$ cat src/rtl/tlb_pkg.sv
package tlb_pkg;
  localparam logic [7:0] OFS_CAM    = 8'h00;
  localparam logic [7:0] OFS_RAM    = 8'h04;
  localparam logic [7:0] OFS_BASE   = 8'h08;
  localparam logic [7:0] OFS_VICTIM = 8'h0C;
  localparam logic [7:0] OFS_LOAD   = 8'h10;
  localparam logic [7:0] OFS_FLUSH  = 8'h60;

  typedef enum logic [1:0] {
    PG_SECTION = 2'd0,
    PG_LARGE   = 2'd1,
    PG_SMALL   = 2'd2,
    PG_SUPER   = 2'd3
  } pgSize_e;

  typedef struct packed {
    logic loadEn;
    logic flushEn;
  } ctrlStb_t;

  typedef struct packed {
    logic [19:0] tag;
    pgSize_e     size;
    logic        valid;
    logic        pres;
    logic [19:0] ppn;
    logic        endian;
    logic [1:0]  elem;
    logic        mixed;
  } tlbEntry_t;

  function automatic logic [19:0] pageMask(pgSize_e sz);
    case (sz)
      PG_SMALL:   return 20'hFFFFF;
      PG_LARGE:   return 20'hFFFF0;
      PG_SECTION: return 20'hFFF00;
      default:    return 20'hFF000;
    endcase
  endfunction
endpackage

$ cat src/rtl/tlb_ctrl.sv
module tlb_ctrl
  import tlb_pkg::*;
#(
  parameter int unsigned ENTRIES = 32,
  parameter int unsigned IDX_W   = $clog2(ENTRIES)
) (
  input  logic             clk,
  input  logic             rstN,
  input  logic             regWe,
  input  logic [7:0]       regAddr,
  input  logic [31:0]      regWdata,
  output ctrlStb_t         stb,
  output logic [31:0]      camStage,
  output logic [31:0]      ramStage,
  output logic [IDX_W-1:0] victim,
  output logic [IDX_W-1:0] lockBase
);
  localparam logic [IDX_W-1:0] LAST_IDX = IDX_W'(ENTRIES - 1);

  logic             wrBase;
  logic             wrVictim;
  logic [IDX_W-1:0] wIdx;

  assign wIdx        = regWdata[IDX_W-1:0];
  assign wrBase      = regWe && (regAddr == OFS_BASE);
  assign wrVictim    = regWe && (regAddr == OFS_VICTIM);
  assign stb.loadEn  = regWe && (regAddr == OFS_LOAD) && regWdata[0];
  assign stb.flushEn = regWe && (regAddr == OFS_FLUSH) && regWdata[0];

  always_ff @(posedge clk) begin
    if (!rstN) begin
      camStage <= '0;
      ramStage <= '0;
    end else if (regWe && regAddr == OFS_CAM) begin
      camStage <= regWdata;
    end else if (regWe && regAddr == OFS_RAM) begin
      ramStage <= regWdata;
    end
  end

  always_ff @(posedge clk) begin
    if (!rstN) begin
      victim   <= '0;
      lockBase <= '0;
    end else if (stb.loadEn) begin
      victim <= (victim == LAST_IDX) ? lockBase : victim + IDX_W'(1);
    end else if (wrBase) begin
      lockBase <= wIdx;
      if (victim < wIdx) victim <= wIdx;
    end else if (wrVictim) begin
      victim <= (wIdx < lockBase) ? lockBase : wIdx;
    end
  end
endmodule

$ cat src/rtl/tlb_datapath.sv
module tlb_datapath
  import tlb_pkg::*;
#(
  parameter int unsigned ENTRIES = 32,
  parameter int unsigned IDX_W   = $clog2(ENTRIES)
) (
  input  logic             clk,
  input  logic             rstN,
  input  ctrlStb_t         stb,
  input  logic [31:0]      camStage,
  input  logic [31:0]      ramStage,
  input  logic [IDX_W-1:0] victim,
  input  logic             lkValid,
  input  logic [31:0]      lkVa,
  output logic             hitQ,
  output logic [31:0]      paQ,
  output logic             endianQ,
  output logic [1:0]       elemSizeQ,
  output logic             mixedQ
);
  tlbEntry_t        ent [ENTRIES];
  tlbEntry_t        newEnt;
  logic [ENTRIES-1:0] match;
  logic             hitAny;
  logic [IDX_W-1:0] sel;
  tlbEntry_t        selEnt;
  logic [19:0]      selMask;
  logic [19:0]      paHigh;

  always_comb begin
    newEnt.tag    = camStage[31:12];
    newEnt.size   = pgSize_e'(camStage[1:0]);
    newEnt.valid  = camStage[2];
    newEnt.pres   = camStage[3];
    newEnt.ppn    = ramStage[31:12];
    newEnt.endian = ramStage[9];
    newEnt.elem   = ramStage[8:7];
    newEnt.mixed  = ramStage[6];
  end

  for (genvar i = 0; i < ENTRIES; i++) begin : gEnt
    logic [19:0] m;
    assign m = pageMask(ent[i].size);
    assign match[i] = ent[i].valid && ((lkVa[31:12] & m) == (ent[i].tag & m));

    always_ff @(posedge clk) begin
      if (!rstN) begin
        ent[i] <= '0;
      end else if (stb.loadEn && victim == IDX_W'(i)) begin
        ent[i] <= newEnt;
      end else if (stb.flushEn && !ent[i].pres) begin
        ent[i].valid <= 1'b0;
      end
    end
  end

  always_comb begin
    hitAny = 1'b0;
    sel    = '0;
    for (int i = ENTRIES - 1; i >= 0; i--) begin
      if (match[i]) begin
        hitAny = 1'b1;
        sel    = IDX_W'(i);
      end
    end
  end

  assign selEnt  = ent[sel];
  assign selMask = pageMask(selEnt.size);
  assign paHigh  = (selEnt.ppn & selMask) | (lkVa[31:12] & ~selMask);

  always_ff @(posedge clk) begin
    if (!rstN || !(lkValid && hitAny)) begin
      hitQ      <= 1'b0;
      paQ       <= '0;
      endianQ   <= 1'b0;
      elemSizeQ <= '0;
      mixedQ    <= 1'b0;
    end else begin
      hitQ      <= 1'b1;
      paQ       <= {paHigh, lkVa[11:0]};
      endianQ   <= selEnt.endian;
      elemSizeQ <= selEnt.elem;
      mixedQ    <= selEnt.mixed;
    end
  end
endmodule

$ cat src/rtl/tlb_top.sv
module tlb_top
  import tlb_pkg::*;
#(
  parameter int unsigned ENTRIES = 32,
  localparam int unsigned IDX_W  = $clog2(ENTRIES)
) (
  input  logic             clk,
  input  logic             rstN,
  input  logic             regWe,
  input  logic [7:0]       regAddr,
  input  logic [31:0]      regWdata,
  input  logic             lkValid,
  input  logic [31:0]      lkVa,
  output logic             hitQ,
  output logic [31:0]      paQ,
  output logic             endianQ,
  output logic [1:0]       elemSizeQ,
  output logic             mixedQ,
  output logic [IDX_W-1:0] victimIdx
);
  ctrlStb_t         stb;
  logic [31:0]      camStage;
  logic [31:0]      ramStage;
  logic [IDX_W-1:0] lockBase;

  tlb_ctrl #(.ENTRIES(ENTRIES), .IDX_W(IDX_W)) uCtrl (
    .clk(clk), .rstN(rstN), .regWe(regWe), .regAddr(regAddr),
    .regWdata(regWdata), .stb(stb), .camStage(camStage),
    .ramStage(ramStage), .victim(victimIdx), .lockBase(lockBase)
  );

  tlb_datapath #(.ENTRIES(ENTRIES), .IDX_W(IDX_W)) uData (
    .clk(clk), .rstN(rstN), .stb(stb), .camStage(camStage),
    .ramStage(ramStage), .victim(victimIdx), .lkValid(lkValid),
    .lkVa(lkVa), .hitQ(hitQ), .paQ(paQ), .endianQ(endianQ),
    .elemSizeQ(elemSizeQ), .mixedQ(mixedQ)
  );
endmodule

$ cat config.mk
export PLATFORM = sky130hd
export DESIGN_NAME = tlb_top
export DESIGN_NICKNAME = d
export VERILOG_FILES = /design/src/rtl/tlb_pkg.sv /design/src/rtl/tlb_ctrl.sv /design/src/rtl/tlb_datapath.sv /design/src/rtl/tlb_top.sv
export SDC_FILE = /design/constraint.sdc
export NUM_CORES = 2
export LEC_CHECK = 0
export CAP_MARGIN = 10
export CELL_PAD_IN_SITES_DETAIL_PLACEMENT = 0
export CELL_PAD_IN_SITES_GLOBAL_PLACEMENT = 1
export CORE_MARGIN = 8
export CORE_UTILIZATION = 25
export DETAILED_ROUTE_END_ITERATION = 8
export PLACE_DENSITY_LB_ADDON = 0.1
export SLEW_MARGIN = 10
export SYNTH_ARGS = -nofsm -noshare
export SYNTH_HDL_FRONTEND = slang
export SYNTH_SLANG_ARGS = --single-unit
export TNS_END_PERCENT = 50
$ cat constraint.sdc
create_clock -name clk -period 9.7 [get_ports clk]
set_input_delay 2.425 -clock clk [delete_from_list [all_inputs] [get_ports clk]]
set_output_delay 2.425 -clock clk [all_outputs]
set_load 0.01 [all_outputs]
== Word level (Yosys, flattened, before mapping) ==
Memories as Yosys holds them, arrays and structs flattened.
Cells that the tools add are included.
Cells by class
  eq/ne operators: 135
  order comparisons: 2
  bitwise logic cells: 134
  multiplexer cells: 393
  reduce and logical (&&, ||, !) cells: 179
  $add $sub $neg: 1
Operators by type and width (number)
  48-bit 2-to-1 mux: 32
  20-bit bitwise AND: 66
  12-bit one-hot mux with 3 select lines: 33
  20-bit == test: 32
  1-bit 2-to-1 mux: 290
  5-bit 2-to-1 mux: 38
  1-bit logical AND: 105
  5-bit == test, second input constant: 16
  2-bit by 1-bit == test with 1-bit output, second input constant: 33
  2-bit == test, second input constant: 33
  2-bit logical NOT: 33
  1-bit OR: 64
  5-bit by 4-bit == test with 1-bit output, second input constant: 8
  1-bit logical NOT: 34
  5-bit by 3-bit == test with 1-bit output, second input constant: 4
  20-bit NOT: 1
  20-bit OR: 1
  8-bit by 4-bit == test with 1-bit output, second input constant: 2
  5-bit by 2-bit == test with 1-bit output, second input constant: 2
  5-bit less-than comparator: 2
  8-bit by 3-bit == test with 1-bit output, second input constant: 1
  8-bit by 5-bit == test with 1-bit output, second input constant: 1
  8-bit by 7-bit == test with 1-bit output, second input constant: 1
  8-bit logical NOT: 1
  other kinds (8): 11
Word-level totals
  memory bits (writable): 1536
  logic and storage cells: 854
  register bits after elaboration: 111
  output and inout port bits: 42
  memories: 1
Memory list
  uData.ent: words 32, bits a word 48, rd ports 33, clocked after Yosys merged registers in 0, write ports 32, line tlb_datapath.sv:21  | tlbEntry_t ent [ENTRIES];

== Longest topological paths before layout ==
An unclocked memory read counts as a cell.
  depth after elaboration: 44
  gate-level depth with buffers: 25
  mapped depth without buffers: 19

== Cells and area by module ==
A second synthesis with hierarchy kept.
Second synthesis, totals
  cells, all modules: 6450
  area, all modules: 80988.9 um2
By module, submodules not included
  tlb_datapath: cells an instance 6069, instances 1, seq. area each 46864.9 um2, area an instance 77949.8 um2
  tlb_ctrl: cells an instance 381, instances 1, seq. area each 1481.4 um2, area an instance 3039.2 um2

== Worst setup path after synthesis ==
Ideal clock, no wire load.
  kind: in2reg
  from: in regAddr[1]
  to: mem uData.ent[29][25] (netlist name), enable pin
  setup time: 0.310 ns
  buffers on the path: 1
  stages: 6
  slack: 1.276 ns
  arrival time: 8.114 ns
  cell sequence: or4b_2 nor4_1 nand2_1 clkbuf_1 o21ai_0 o21bai_1
RTL lines
  start, declared: line tlb_top.sv:10  | input logic [7:0] regAddr,
  end, declared: line tlb_datapath.sv:21

== Worst setup path in the final report ==
  from: in lkVa[15]
  to: reg uData.paQ[17]
Between the ends
  longest elaborated chain between the ends: 41
Ends and longest elaborated chain
  start, declared: line tlb_top.sv:13  | input logic [31:0] lkVa,
  20-bit bitwise AND: line tlb_datapath.sv:44  | assign match[i] = ent[i].valid && ((lkVa[31:12] & m) == (ent[i].tag & m));
  20-bit == test: line tlb_datapath.sv:44
  1-bit logical AND: line tlb_datapath.sv:44
  5-bit 2-to-1 mux (32 in a row): line tlb_datapath.sv:61  | if (match[i]) begin
  memory 32 x 48 bit
  2-bit by 1-bit == test with 1-bit output (tied with other cells): line tlb_pkg.sv:33  | case (sz)
  12-bit one-hot mux with 3 select lines: line tlb_pkg.sv:33
  20-bit NOT: line tlb_datapath.sv:70  | assign paHigh = (selEnt.ppn & selMask) | (lkVa[31:12] & ~selMask);
  20-bit bitwise AND: line tlb_datapath.sv:70
  20-bit OR: line tlb_datapath.sv:70
  end signal, assigned: line tlb_datapath.sv:81  | paQ <= {paHigh, lkVa[11:0]};
  end, declared: line tlb_datapath.sv:16  | output logic [31:0] paQ,
Several ways; a longest one is shown, not always the timed one.
A chain may end at the register's enable or synchronous reset.

==> results.yml <==
grt:
  grt_usage: 0.1894
  grt_pass1_vias: 50430
  antenna_found_initial: 58
  grt_pass1_wl_mm: 442.4
  overflow: 0
  grt_max_degree: 110
worst_setup_path:
  crit_type: "input pin to flip-flop"
  start_kind: "input pin"
  worst_r2r_endpoint: "uData.paQ[17]$_SDFF_PN0_"
  critPathArrivalTime_ns: 8.63
  cp_num_buf_inv: 6
  cp-end-kind: "flip-flop"
  crit_chain: "buf_4 > xor2_1 > o41ai_1 > nand3_1 > buf_4 > nand2b_1 > a311oi_1 > nor4_2 > o21a_4 > buf_12 > nand2_1 > and3_1 > a311oi_1 > buf_4 > a211oi_1 > buf_4 > nor3_1 > buf_4 > ha_1 > a221oi_1 > nand3_1 > o221a_1"
  required_ns: 10.46
  slowest_delay_ns: 1.14
  crit_path_frequent_cell: "buf_4"
  r2r_start: "uData.ent[31][31]$_SDFFCE_PN0P_"
  slowest_stage: "o41ai_1"
  r2r_slack_ns: 3.49
  r2r_cells: 21
  cp_top_family: "compound AO/OA/AOI/OAI gates"
  crit_fanout: 25
clocking:
  cts_tree: "built"
  clock_latency_ns: 0.88
  cts_setup_buffers: 0
  cts_max_path_buffers: 4
  cts_made_buffers: 211
  htreeDepth: 4
  numClockSinks: 1631
  ctsRootBufferMaster: "clkbuf_16"
  path_clk_slew_ns: 0.06
  hold_buffers: 0
  cts_resized: 0
pwr:
  switching_share: 0.2333
  seqPwrFrac: 0.491
  pwr-share-comb: 0.051
  intPower_uw: 12450
  p_leak_uw: 0.03260
  power.switching_uw: 3788
  ir_drop_uv: 131.0
  p_clk_frac: 0.458
  pwr_density_cell_nw_per_um2: 176.0
floorplan:
  die_w_um: 578.9
  core_sq_um: 315200
  io_pins: 118
  fp-row-count: 206
  die_h_um: 578.9
  die_area_sq_um: 335100
  initial_core_util: 0.2513
yosys:
  ys_ff_latch: 1631
  postSynthCellCount: 6523
  avgSynthCellArea_sq_um: 12.14
  syn-cell-area_sq_um: 79220
  synth_cell_types: 94
  synth_ff_type: "edfxtp_1"
  synth_edf_count: 1536
  yosys_warnings: 0
  seq_area_frac_synth: 0.6062
  synthesis.nets: 6679
  synthArstFlopShare: 0
timing:
  fin_crit_ns: 7.862
  tns_ns: 0
  worst_clock_skew_ns: 0.04706
  rsz0062_at_grt: "false"
  finalHoldViolCount: 0
  slew_viol_final: 0
  maxSlewHeadroom: 0.1396
  fmax_mhz: 127.2
  final-setup-viol-count: 0
  period_share: 0.8105
  worst_slew_pin_slew_ns: 1.274
cells_and_area:
  drive_above_1_share: 0.1087
  area_growth_syn_to_layout_pct: 16.45
  multi_input_area_sq_um: 28890
  utilization: 0.2926
  seq_area_sq_um: 48090
  fillers: 31850
  nNetsFinal: 6738
route:
  drt-vias-per-instance: 4.606
  wl_per_cell_um: 29.73
  firstDrtPassIters: 6
  drt_iter0_drc: 4079
  final_antenna_net_count: 0
  drcViolationCount: 0
  vias: 50310
  wirelength_mm: 324.8
place:
  place_congestion: 0.7808
  hpwlAfterDp_mm: 199.0
  portBuffers: 114
hold_path:
  hold_class: "flip-flop to flip-flop"
  worstHoldPathCells: 2
  hold_end: "uCtrl.camStage[28]$_SDFFE_PN0P_"
  min_from: "uCtrl.camStage[28]$_SDFFE_PN0P_"
job:
  drv_cap: 0
outcome:
  outcome: "complete, no violations"
## worst register-to-register path: cells and delay by family, from the launching register on
kind                     cells  cell delay [ns]
AO/OA/AOI/OAI                7             2.53
XOR/XNOR                     1             0.15
adder cells (fa/ha/maj)      1             0.38
buffers and inverters        5             1.10
flip-flops                   1             0.38
AND/OR/NAND/NOR              7             1.60
## synthesized netlist by cell type (all sizes together) (87+ instances only)
master  count  area, sq um
nand2     682         2572
xnor2     464         4064
and2     1568         9812
xor2      178         1559
clkbuf    365         1370
and3       93        581.8
edfxtp   1536        46120
nand3     177        890.9
dfxtp      95         1902
o21ai      87        435.4
buf       191         1403
mux2i     115         1151
## layout make-up
cell class,count,area share
Sequential cell,1631,0.5214
Multi-Input combinational cell,4285,0.3131
Clock buffer,293,0.06234
Tap cell,4160,0.05642
Timing Repair Buffer,402,0.03806
Clock inverter,83,0.006117
Inverter,51,0.002075
Antenna cell,19,0.0005154
## sequential cells by signal (all words and copies together), names as in the netlist
| register | flops |
|---|---|
| uData.hitQ | 1 |
| uData.endianQ | 1 |
| uCtrl.lockBase | 5 |
| uCtrl.camStage | 24 |
| uData.elemSizeQ | 2 |
| uData.paQ | 32 |
| uData.mixedQ | 1 |
| uCtrl.victim | 5 |
| uCtrl.ramStage | 24 |
| uData.ent | 1536 |
## routing by layer
layer	wire length [um]	vias up	track usage
met5	0	-	0
met4	6843	0	0.04105
met3	14130	318	0.02199
met2	155400	1245	0.3205
met1	148400	25790	0.2605
li1	-	22960	-
## cells in the final DEF (no fill, tap or decap), types with 53 or more instances in the layout
cell type	synthesis	layout
and2_1	1567	1566
edfxtp_1	1536	1536
nand2_1	679	677
xnor2_1	464	464
buf_4	52	278
clkbuf_16	0	213
xor2_1	178	178
nand3_1	176	174
mux2i_1	115	115
clkdlybuf4s50_1	0	93
and3_1	93	91
ha_1	80	80
clkbuf_1	365	68
nand4_1	62	62
dfxtp_1	95	62
a311oi_1	61	61
a21oi_1	54	54
o21ai_0	83	53
a21boi_0	53	53
## cell families (layout without fill, tap and decap cells)
logic type               after synthesis  in the layout  synth area share
other                                  0             19                 0
XOR/XNOR                             642            642           0.07098
AO/OA/AOI/OAI                        598            598           0.05620
flip-flops                          1631           1631            0.6062
multiplexers                         136            136           0.01837
buffers and inverters                607            829           0.03742
adder cells (fa/ha/maj)               80             80           0.01264
AND/OR/NAND/NOR                     2829           2829            0.1982
## power groups by stage
stage               combinational [uW]  sequential, uW  clock, uW
floorplan                          471            8140          0
global placement                   842            8120          0
detailed placement                 840            8130          0
CTS                                844            7980       7670
global route                       883            8000       7910
finish                             822            7980       7440
## how the worst max path moves through the flow
stage,startpoint,to,depth (start not counted)
floorplan,regAddr[1],uData.ent[29][25]$_SDFFCE_PP0P_,6
global placement,lkVa[13],uData.paQ[30]$_SDFF_PN0_,19
detailed placement,lkVa[13],uData.paQ[30]$_SDFF_PN0_,19
CTS,lkVa[13],uData.paQ[30]$_SDFF_PN0_,19
global route,lkVa[13],uData.paQ[30]$_SDFF_PN0_,19
finish,lkVa[15],uData.paQ[17]$_SDFF_PN0_,22
## stage by stage
step / cell area [sq um] / worst slack (ns) / hold WS [ns] / total power, uW / std cells
after CTS: 92200 / 1.777 / 0.4648 / 16490 / 10910
after floorplan: 79220 / 1.276 / 0.4817 / 8608 / 6523
after global placement: 85860 / 0.9027 / 0.4516 / 8963 / 10530
after global routing: 92200 / 1.525 / 0.4895 / 16790 / 10910
final: 92250 / 1.838 / 0.4633 / 16240 / 10920
after detailed placement: 85890 / 0.8310 / 0.4560 / 8966 / 10530
(Power assumes the default switching activity.)
